--- config.mk ---
export PLATFORM = sky130hd
export DESIGN_NAME = irq_bus_arbiter
export DESIGN_NICKNAME = d
export VERILOG_FILES = /design/src/rtl/irq_arb_pkg.sv /design/src/rtl/irq_chain_pick.sv /design/src/rtl/irq_group_select.sv /design/src/rtl/irq_bus_arbiter.sv
export SDC_FILE = /design/constraint.sdc
export NUM_CORES = 1
export LEC_CHECK = 0
export ABC_AREA = 1
export BUFFER_PORTS_ARGS = -buffer_cell sky130_fd_sc_hd__clkbuf_2
export CAP_MARGIN = 20
export CELL_PAD_IN_SITES_DETAIL_PLACEMENT = 1
export CELL_PAD_IN_SITES_GLOBAL_PLACEMENT = 2
export CORE_AREA = 2 2 89 91
export CTS_BUF_LIST = sky130_fd_sc_hd__clkbuf_4 sky130_fd_sc_hd__clkbuf_8 sky130_fd_sc_hd__clkbuf_16
export DETAILED_ROUTE_END_ITERATION = 8
export DIE_AREA = 0 0 91 93
export PLACE_DENSITY = 0.89
export SYNTH_ARGS = -nofsm -noshare
export SYNTH_HDL_FRONTEND = slang
export SYNTH_SLANG_ARGS = --single-unit
export TNS_END_PERCENT = 20
--- constraint.sdc ---
create_clock -name clk -period 2.6 [get_ports clk]
set_input_delay 0.13 -clock clk [delete_from_list [all_inputs] [get_ports clk]]
set_output_delay 0.13 -clock clk [all_outputs]
set_load 0.02 [all_outputs]
--- src/rtl/irq_arb_pkg.sv ---
package irq_arb_pkg;
  localparam int PRI_OFFSET = 4;

  typedef enum logic [1:0] {
    ST_IDLE  = 2'd0,
    ST_GRANT = 2'd1,
    ST_DRAIN = 2'd2
  } arb_state_e;
endpackage

--- src/rtl/irq_chain_pick.sv ---
// Daisy-chain resolution for one request group: lowest position wins.
module irq_chain_pick #(
  parameter int DEVS = 4,
  localparam int DW = (DEVS > 1) ? $clog2(DEVS) : 1
) (
  input  logic [DEVS-1:0] req_i,
  output logic            any_o,
  output logic [DW-1:0]   first_o
);
  always_comb begin
    first_o = '0;
    for (int i = DEVS - 1; i >= 0; i--) begin
      if (req_i[i]) first_o = DW'(i);
    end
  end

  assign any_o = |req_i;
endmodule

--- src/rtl/irq_group_select.sv ---
// Picks the highest requesting group and its nearest requester.
module irq_group_select #(
  parameter int LINES = 4,
  parameter int DEVS  = 4,
  localparam int NDEV = LINES * DEVS,
  localparam int LW   = (LINES > 1) ? $clog2(LINES) : 1,
  localparam int DW   = (DEVS > 1) ? $clog2(DEVS) : 1
) (
  input  logic [NDEV-1:0] dev_req_i,
  output logic            win_valid_o,
  output logic [LW-1:0]   win_line_o,
  output logic [DW-1:0]   win_dev_o
);
  logic [LINES-1:0] line_any;
  logic [DW-1:0]    line_first [LINES];

  for (genvar g = 0; g < LINES; g++) begin : g_chain
    irq_chain_pick #(.DEVS(DEVS)) chain_i (
      .req_i   (dev_req_i[g*DEVS +: DEVS]),
      .any_o   (line_any[g]),
      .first_o (line_first[g])
    );
  end

  always_comb begin
    win_line_o = '0;
    win_dev_o  = '0;
    for (int l = 0; l < LINES; l++) begin
      if (line_any[l]) begin
        win_line_o = LW'(l);
        win_dev_o  = line_first[l];
      end
    end
  end

  assign win_valid_o = |line_any;
endmodule

--- src/rtl/irq_bus_arbiter.sv ---
module irq_bus_arbiter
  import irq_arb_pkg::*;
#(
  parameter int LINES       = 4,
  parameter int DEVS        = 4,
  parameter int VEC_W       = 9,
  parameter int PRI_W       = 3,
  parameter int TIMEOUT_CYC = 12
) (
  input  logic                  clk,
  input  logic                  rst,
  input  logic [LINES*DEVS-1:0] dev_req_i,
  input  logic [PRI_W-1:0]      cpu_pri_i,
  input  logic                  insn_end_i,
  output logic [LINES*DEVS-1:0] dev_gnt_o,
  input  logic                  vec_valid_i,
  input  logic [VEC_W-1:0]      vec_i,
  output logic                  take_o,
  output logic [VEC_W-1:0]      vec_o,
  output logic                  norsp_o
);
  localparam int NDEV = LINES * DEVS;
  localparam int LW   = (LINES > 1) ? $clog2(LINES) : 1;
  localparam int DW   = (DEVS > 1) ? $clog2(DEVS) : 1;
  localparam int IW   = (NDEV > 1) ? $clog2(NDEV) : 1;
  localparam int CW   = $clog2(TIMEOUT_CYC + 1);

  logic          win_valid;
  logic [LW-1:0] win_line;
  logic [DW-1:0] win_dev;
  logic [IW-1:0] win_idx;
  logic          win_ok;

  arb_state_e    state_q;
  logic [IW-1:0] idx_q;
  logic [CW-1:0] cnt_q;

  irq_group_select #(.LINES(LINES), .DEVS(DEVS)) sel_i (
    .dev_req_i   (dev_req_i),
    .win_valid_o (win_valid),
    .win_line_o  (win_line),
    .win_dev_o   (win_dev)
  );

  assign win_idx = IW'(int'(win_line) * DEVS + int'(win_dev));
  // Strict comparison: equal level keeps the request pending.
  assign win_ok  = win_valid && ((int'(win_line) + PRI_OFFSET) > int'(cpu_pri_i));

  always_ff @(posedge clk) begin
    if (rst) begin
      state_q   <= ST_IDLE;
      idx_q     <= '0;
      cnt_q     <= '0;
      dev_gnt_o <= '0;
      take_o    <= 1'b0;
      norsp_o   <= 1'b0;
      vec_o     <= '0;
    end else begin
      take_o  <= 1'b0;
      norsp_o <= 1'b0;
      unique case (state_q)
        ST_IDLE: begin
          if (insn_end_i && win_ok) begin
            dev_gnt_o <= NDEV'(1) << win_idx;
            idx_q     <= win_idx;
            cnt_q     <= '0;
            state_q   <= ST_GRANT;
          end
        end
        ST_GRANT: begin
          if (vec_valid_i) begin
            vec_o     <= vec_i;
            take_o    <= 1'b1;
            dev_gnt_o <= '0;
            state_q   <= ST_DRAIN;
          end else if (cnt_q == CW'(TIMEOUT_CYC - 1)) begin
            norsp_o   <= 1'b1;
            dev_gnt_o <= '0;
            state_q   <= ST_DRAIN;
          end else begin
            cnt_q <= cnt_q + 1'b1;
          end
        end
        ST_DRAIN: begin
          if (!dev_req_i[idx_q]) state_q <= ST_IDLE;
        end
        default: state_q <= ST_IDLE;
      endcase
    end
  end
endmodule

Word level (Yosys, flattened, before mapping)
Cells that the tools add are included.
{"block": "op_classes", "n_addsub": 3, "mul": 0, "div_mod_pow": 0, "n_lt_le_gt_ge": 2, "n_eq_ne": 8, "shifts": 1, "mux": 40, "bitwise_logic": 1, "n_reduce_logical": 16}
{"cell": "2-to-1 mux 2 bit", "n": 26}
{"cell": "2-to-1 mux 16 bit", "n": 3}
{"cell": "one-hot mux 16 bit (2 select lines)", "n": 1}
{"cell": "OR reduction 16 bit", "n": 1}
{"cell": "OR reduction 4 bit", "n": 4}
{"cell": "left shift 1 x 4 -> 16 bit, first input constant", "n": 1}
{"cell": "2-to-1 mux 4 bit", "n": 3}
{"cell": "!= test 2 bit, second input constant", "n": 4}
{"cell": "one-hot mux 4 bit (2 select lines)", "n": 1}
{"cell": "one-hot mux 2 bit (3 select lines)", "n": 1}
{"cell": "AND reduction 3 bit", "n": 2}
{"cell": "less-than comparator 4 x 5 -> 1 bit, second input constant", "n": 1}
{"cell": "adder 2 x 3 -> 4 bit, second input constant", "n": 1}
{"cell": "adder 4 x 1 -> 4 bit, second input constant", "n": 1}
{"cell": "adder 4 x 2 -> 4 bit", "n": 1}
{"cell": "binary-select mux 1 bit (select 4 bit)", "n": 1}
{"cell": "equality test 4 bit, second input constant", "n": 1}
{"cell": "> comparator 4 x 3 -> 1 bit", "n": 1}
{"cell": "2-to-1 mux 1 bit", "n": 4}
{"cell": "AND reduction 2 bit", "n": 2}
{"cell": "AND reduction 4 bit", "n": 1}
{"cell": "!= test 3 bit, second input constant", "n": 1}
{"cell": "OR reduction 3 bit", "n": 1}
{"cell": "equality test 2 x 1 -> 1 bit, second input constant", "n": 1}
{"cell": "other kinds (6)", "n": 7}
{"block": "totals", "register_bits": 37, "latchBits": 0, "ram_bits": 0, "rom_bits": 0, "input_bits": 32, "output_inout_bits": 27, "mem_count": 0}

Logic depth before layout (Yosys ltp)
{"block": "depth", "ltp_word": 12, "ltp_mapped": 15, "ltp_nobuf": 15}

Modules after synthesis
Synthesis repeated with hierarchy kept, for this count alone.
{"block": "hier_totals", "cells_unflattened": 343, "area_unflattened_um2": 2169.6}
{"mod": "irq_bus_arbiter", "n_inst": 1, "cells_per_inst": 279, "area_each_um2": 1871.8}
{"mod": "irq_chain_pick", "n_inst": 4, "cells_per_inst": 9, "area_each_um2": 46.3}
{"mod": "irq_group_select", "n_inst": 1, "cells_per_inst": 28, "area_each_um2": 112.6}

Worst setup path before layout
No wires, ideal clock.
{"block": "synth_timing", "kind": "input to register", "start": "input dev_req_i[12]", "end": "register dev_gnt_o[4]", "setup_time_ps": 110, "arrival_time_ps": 1741, "t_required_ps": 2490, "path_slack_ps": 749, "path_stages": 15, "cell_sequence": "nor2_4 nand3_4 nor2_4 inv_1 ha_1 inv_1 nor2_1 nor2_1 nand2_2 nand2_4 nand2_4 buf_6 nand3b_2 nand2_1 nor2_1"}
{"block": "synth_via", "elab_chain_cells": 8, "word_cells_on_any_way": 15, "cone_classes": "2 x add/sub; 1 x order compare; 1 x eq/ne; 1 x shift; 5 x mux; 5 x reduce/logical"}
{"element": "start, declared", "line": "irq_bus_arbiter.sv:12", "text": "input logic [LINES*DEVS-1:0] dev_req_i,"}
{"element": "OR reduction 4 bit (*)", "line": "irq_chain_pick.sv:17", "text": "assign any_o = |req_i;"}
{"element": "2-to-1 mux 2 bit (*)", "line": "irq_group_select.sv:29", "text": "if (line_any[l]) begin"}
{"element": "net sel_i.win_line_o[1]", "line": "irq_group_select.sv:11", "text": "output logic [LW-1:0] win_line_o,"}
{"element": "adder 2 x 3 -> 4 bit", "line": "irq_bus_arbiter.sv:47", "text": "assign win_ok = win_valid && ((int'(win_line) + PRI_OFFSET) > int'(cpu_pri_i));"}
{"element": "> comparator 4 x 3 -> 1 bit", "line": "irq_bus_arbiter.sv:47"}
{"element": "logical AND 1 bit", "line": "irq_bus_arbiter.sv:47"}
{"element": "logical AND 1 bit", "line": "irq_bus_arbiter.sv:63", "text": "if (insn_end_i && win_ok) begin"}
{"element": "!= test 2 bit (no source line)"}
{"element": "AND reduction 3 bit (no source line)"}
{"element": "end signal, assigned", "line": "irq_bus_arbiter.sv:64", "text": "dev_gnt_o <= NDEV'(1) << win_idx;"}
{"element": "end, declared", "line": "irq_bus_arbiter.sv:15", "text": "output logic [LINES*DEVS-1:0] dev_gnt_o,"}
The timed path passes the listed nets; every way through them passes the cells marked *. The select of a mux whose other input is x is not followed.
A chain may end at the register's enable or synchronous reset.

Worst setup path after layout
{"block": "layout_timing", "start": "input dev_req_i[12]", "end": "register cnt_q[2]"}
{"block": "layout_via", "elab_chain_cells": 8, "word_cells_on_any_way": 9, "cone_classes": "1 x add/sub; 1 x order compare; 1 x eq/ne; 1 x mux; 5 x reduce/logical"}
{"element": "OR reduction 4 bit", "line": "irq_chain_pick.sv:17"}
{"element": "2-to-1 mux 2 bit", "line": "irq_group_select.sv:29"}
{"element": "net sel_i.win_line_o[1]", "line": "irq_group_select.sv:11"}
{"element": "adder 2 x 3 -> 4 bit", "line": "irq_bus_arbiter.sv:47"}
{"element": "> comparator 4 x 3 -> 1 bit", "line": "irq_bus_arbiter.sv:47"}
{"element": "logical AND 1 bit", "line": "irq_bus_arbiter.sv:47"}
{"element": "logical AND 1 bit", "line": "irq_bus_arbiter.sv:63"}
{"element": "!= test 2 bit (no source line)"}
{"element": "AND reduction 4 bit (no source line)"}
{"element": "end signal, assigned", "line": "irq_bus_arbiter.sv:81", "text": "cnt_q <= cnt_q + 1'b1;"}
{"element": "end, declared", "line": "irq_bus_arbiter.sv:36", "text": "logic [CW-1:0] cnt_q;"}
The timed path passes the listed nets, and every way through them passes these cells.

==> flow_summary_export.csv <==
group,metric,value,unit
cts,cts-htree-levels,2,
cts,insertion_delay,0.28,ns
critical_path,setup.worst_path.start_class,"primary input",
synthesis,synth.most_common_cell,"nand2_1",
synthesis,synth_adder_area_share,1.136,%
status,result_of_the_run,"finished clean",
layout,syn_to_final_growth,20.95,%
critical_path,worst_r2r_start,"state_q[1]",
critical_path,worst-r2r-setup-slack,0.72,ns
detailed_routing,detail_route.iter0.violations,44,
global_route,globalRouteOverflowTotal,0,
sta,maximum_achievable_frequency,475.3,MHz
synthesis,yosys.area_share.simple,41.57,%
cts,tritoncts_clock_tree,"done",
min_path,hold_path.startpoint,"vec_i[6]",
critical_path,worstSetupPathType,"in -> reg",
synthesis,synth_ff_type,"dfxtp_1",
layout,post-route-util,35.41,%
cts,cts.path.max_buffers,2,
sta,setup_viol,0,
sta,period_minus_slack,2.104,ns
layout,antennaDiodeCount,0,
critical_path,timing.critical_path.fanout_max,20,
synthesis,synth_top_family_by_area,"simple AND/OR/NAND/NOR gates",
critical_path,crit_path_max_incr_delay,0.31,ns
critical_path,data_required_time_of_the_critical_path,2.83,ns
critical_path,cp_num_buf_inv,3,
synthesis,post-synth-top-area-fraction,33.62,%
global_route,use_met3,4.593,%
global_route,groute.layer.met2.usage,27.96,%
floorplanning,rows,32,
min_path,worstHoldPathType,"in -> reg",
critical_path,critical-path-top-delay-family,"simple AND/OR/NAND/NOR gates",
synthesis,post_synth_inst_count,332,
synthesis,synth_enable_flop_cells,0,
sta,worst_slew_margin_rel,58.00,%
detailed_routing,first_drt_pass_iteration_count,4,
detailed_routing,vias,2217,
min_path,timing.hold.worst_path_depth,3,
sta,timing.setup.tns,0,ns
synthesis,postSynth.asyncResetShare,0,%
power,irDropWorstVdd,184.1,µV
synthesis,unique_cell_type_count_in_the_yosys_netlist,29,
synthesis,postSynthRegisterBits,37,
layout,post_route_cells_drive_above_1_share,24.68,%
place,quantity_of_i_o_buffers_inserted_on_ports,58,
synthesis,synth_seq_area_share,33.62,%
global_route,antenna_violations_before_repair,0,
synthesis,post-synth-top-area-cell,"dfxtp_1",
layout,fin_nets,423,
detailed_routing,wl_per_cell,12.31,µm
place,hpwl,4748,µm
job,timing.max_cap.violations,0,
sta,slew_of_the_pin_with_the_lowest_slew_margin,0.6293,ns
cts,cts.clk_slew.worst_paths,0.08,ns
cts,clock_tree.root_cell,"clkbuf_8",
cts,postCtsHoldBufs,0,
floorplanning,dieHeight,93,µm
detailed_routing,route.final.wire_length,6043,µm
detailed_routing,ant_nets,0,
sta,min_period_over_period,80.92,%
synthesis,synth_commonest_cells,"nand2_1 (66), nor2_1 (55), inv_1 (51)",
detailed_routing,drc,0,
critical_path,rr_worst_depth,8,
floorplanning,design.portCount,59,
floorplanning,die_area,8463,µm²
global_route,global_route.usage.total,15.45,%
power,power.total,1424,µW
global_route,routing_layer_with_the_top_usage_in_global_route,"met2",
synthesis,synth.area.mux_share,0,%
global_route,number_of_global_route_vias_before_repair,2343,
sta,drv_slew,0,
critical_path,crit_arrival,2.33,ns
power,total_leakage_power,0.001353,µW
critical_path,crit_path_cell_trace,"clkbuf_2 -> nor2_4 -> nand3_4 -> nor2_4 -> inv_1 -> ha_1 -> inv_1 -> nor2_1 -> nor2_1 -> nand2_2 -> nand2_4 -> nand2_4 -> nand2_1 -> nand2_1 -> nand2_1 -> nor2_1",
synthesis,postSynthNetCount,366,
detailed_routing,vias_per_cell,4.515,
min_path,whs_endpoint,"vec_o[6]",
floorplanning,floorplan.initialDensity,29.27,%
floorplanning,chipWidth,91,µm
synthesis,post_synth_main_area_contributors,"dfxtp_1 (34%), nand2_1 (11%), nor2_1 (9.4%)",
cts,cts_setup_buffers,0,
place,gp_congestion,0.8484,
cts,tritoncts_num_sinks,37,
critical_path,r2r_end,"dev_gnt_o[14]",
floorplanning,core_box_area,7527,µm²
synthesis,synth_compound_area_share,11.64,%
sta,rsz0062_at_grt,"no",
sta,hold_slack,0.09521,ns
synthesis,mean_post_synth_cell_area,6.637,µm²
synthesis,synth.yosys.warnings,0,
place,pre_cts_ws,0.1870,ns
sta,timing.clock.skew,0.006307,ns
cts,post_cts.resized_instances,0,
global_route,met1_usage,17.57,%
synthesis,netlist_area,2203,µm²
critical_path,cp-end-kind,"register",
synthesis,post_synth_xor_area_fraction,0,%
global_route,pin_count_of_the_biggest_net_entering_global_routing,21,
global_route,global_route_wire_length_before_repair,10720,µm
cts,numCtsBuffers,5,
sta,finalHoldViolCount,0,
sta,setup_ws,0.4960,ns
power,power.density,534.1,nW/µm²
critical_path,cp_slowest_cell,"ha_1",
state kept, by name, summed over array words and instances (netlist names):
| name | count |
|---|---|
| cnt_q | 4 |
| idx_q | 4 |
| dev_gnt_o | 16 |
| vec_o | 9 |
| state_q | 2 |
| take_o | 1 |
| norsp_o | 1 |
layout make-up:
cell class / count / area [µm²]
fillers: 1028 / 4862
multi-input cells: 231 / 1197
flip-flops and latches: 37 / 740.7
repair buffers: 60 / 305.3
inverters: 54 / 203.9
well taps: 102 / 127.6
clock buffers: 7 / 90.09
placed cells by master, fill, tap and decap left out:
| cell | count |
|---|---|
| clkbuf_4 | 1 |
| buf_4 | 2 |
| nand2_1 | 66 |
| or2_2 | 1 |
| nand2_2 | 4 |
| o21ai_0 | 12 |
| nor2_1 | 55 |
| a21oi_4 | 1 |
| clkinv_1 | 2 |
| clkbuf_2 | 58 |
| nand2_4 | 3 |
| a21boi_4 | 1 |
| nor3_1 | 1 |
| nand3b_2 | 1 |
| nand3b_1 | 3 |
| inv_1 | 51 |
| ha_1 | 2 |
| nand3_1 | 30 |
| nand4_1 | 5 |
| dfxtp_1 | 37 |
| nor2_4 | 2 |
| clkinv_2 | 1 |
| a31oi_4 | 1 |
| clkbuf_8 | 6 |
| nor4_1 | 1 |
| nand3_2 | 13 |
| a21oi_1 | 28 |
| nand3_4 | 1 |
worst reg2reg max path: stages, from the launching register on:
cell      delay (ns)
dfxtp_1         0.34
inv_1           0.06
nand2_1         0.13
clkinv_1        0.08
buf_4           0.19
nand2_2         0.45
a21boi_4        0.40
nor2_1          0.09
nor2_1          0.09
layer usage:
layer | part of all wire [%] | vias up
li1 | - | 1160
met1 | 44 | 1008
met2 | 49 | 45
met3 | 5.4 | 4
met4 | 0.96 | 0
met5 | 0 | -
power breakdown:
group / switching [µW] / total [µW] / internal, µW
combinational: 233 / 364 / 131
clock: 201 / 422 / 221
sequential: 27.7 / 637 / 610
total: 462 / 1420 / 962
kinds of logic (layout without fill, tap and decap cells):
| group | count (synthesis) | count (layout) |
|---|---|---|
| and+or+nand+nor | 186 | 186 |
| buffers and inverters | 64 | 121 |
| AOI/OAI and AO/OA | 43 | 43 |
| DFF | 37 | 37 |
| adders and majority gates | 2 | 2 |
per-stage QoR:
stage               cell area (µm²)  instances
global route                   2665        491
floorplan                      2203        332
global placement               2575        484
detailed placement             2575        484
CTS                            2665        491
finish                         2665        491
worst max-delay path by stage:
stage | to | slack [ns] | from | cells after the start
6_report | cnt_q[2] | 0.50 | dev_req_i[12] | 16
5_1_grt | cnt_q[2] | 0.25 | dev_req_i[12] | 16
4_1_cts | cnt_q[2] | 0.49 | dev_req_i[12] | 16
3_5_place_dp | cnt_q[2] | 0.19 | dev_req_i[12] | 16
3_3_place_gp | cnt_q[2] | 0.35 | dev_req_i[12] | 16
2_1_floorplan | dev_gnt_o[4] | 0.75 | dev_req_i[12] | 15
Power figures use the tool's default switching activity.
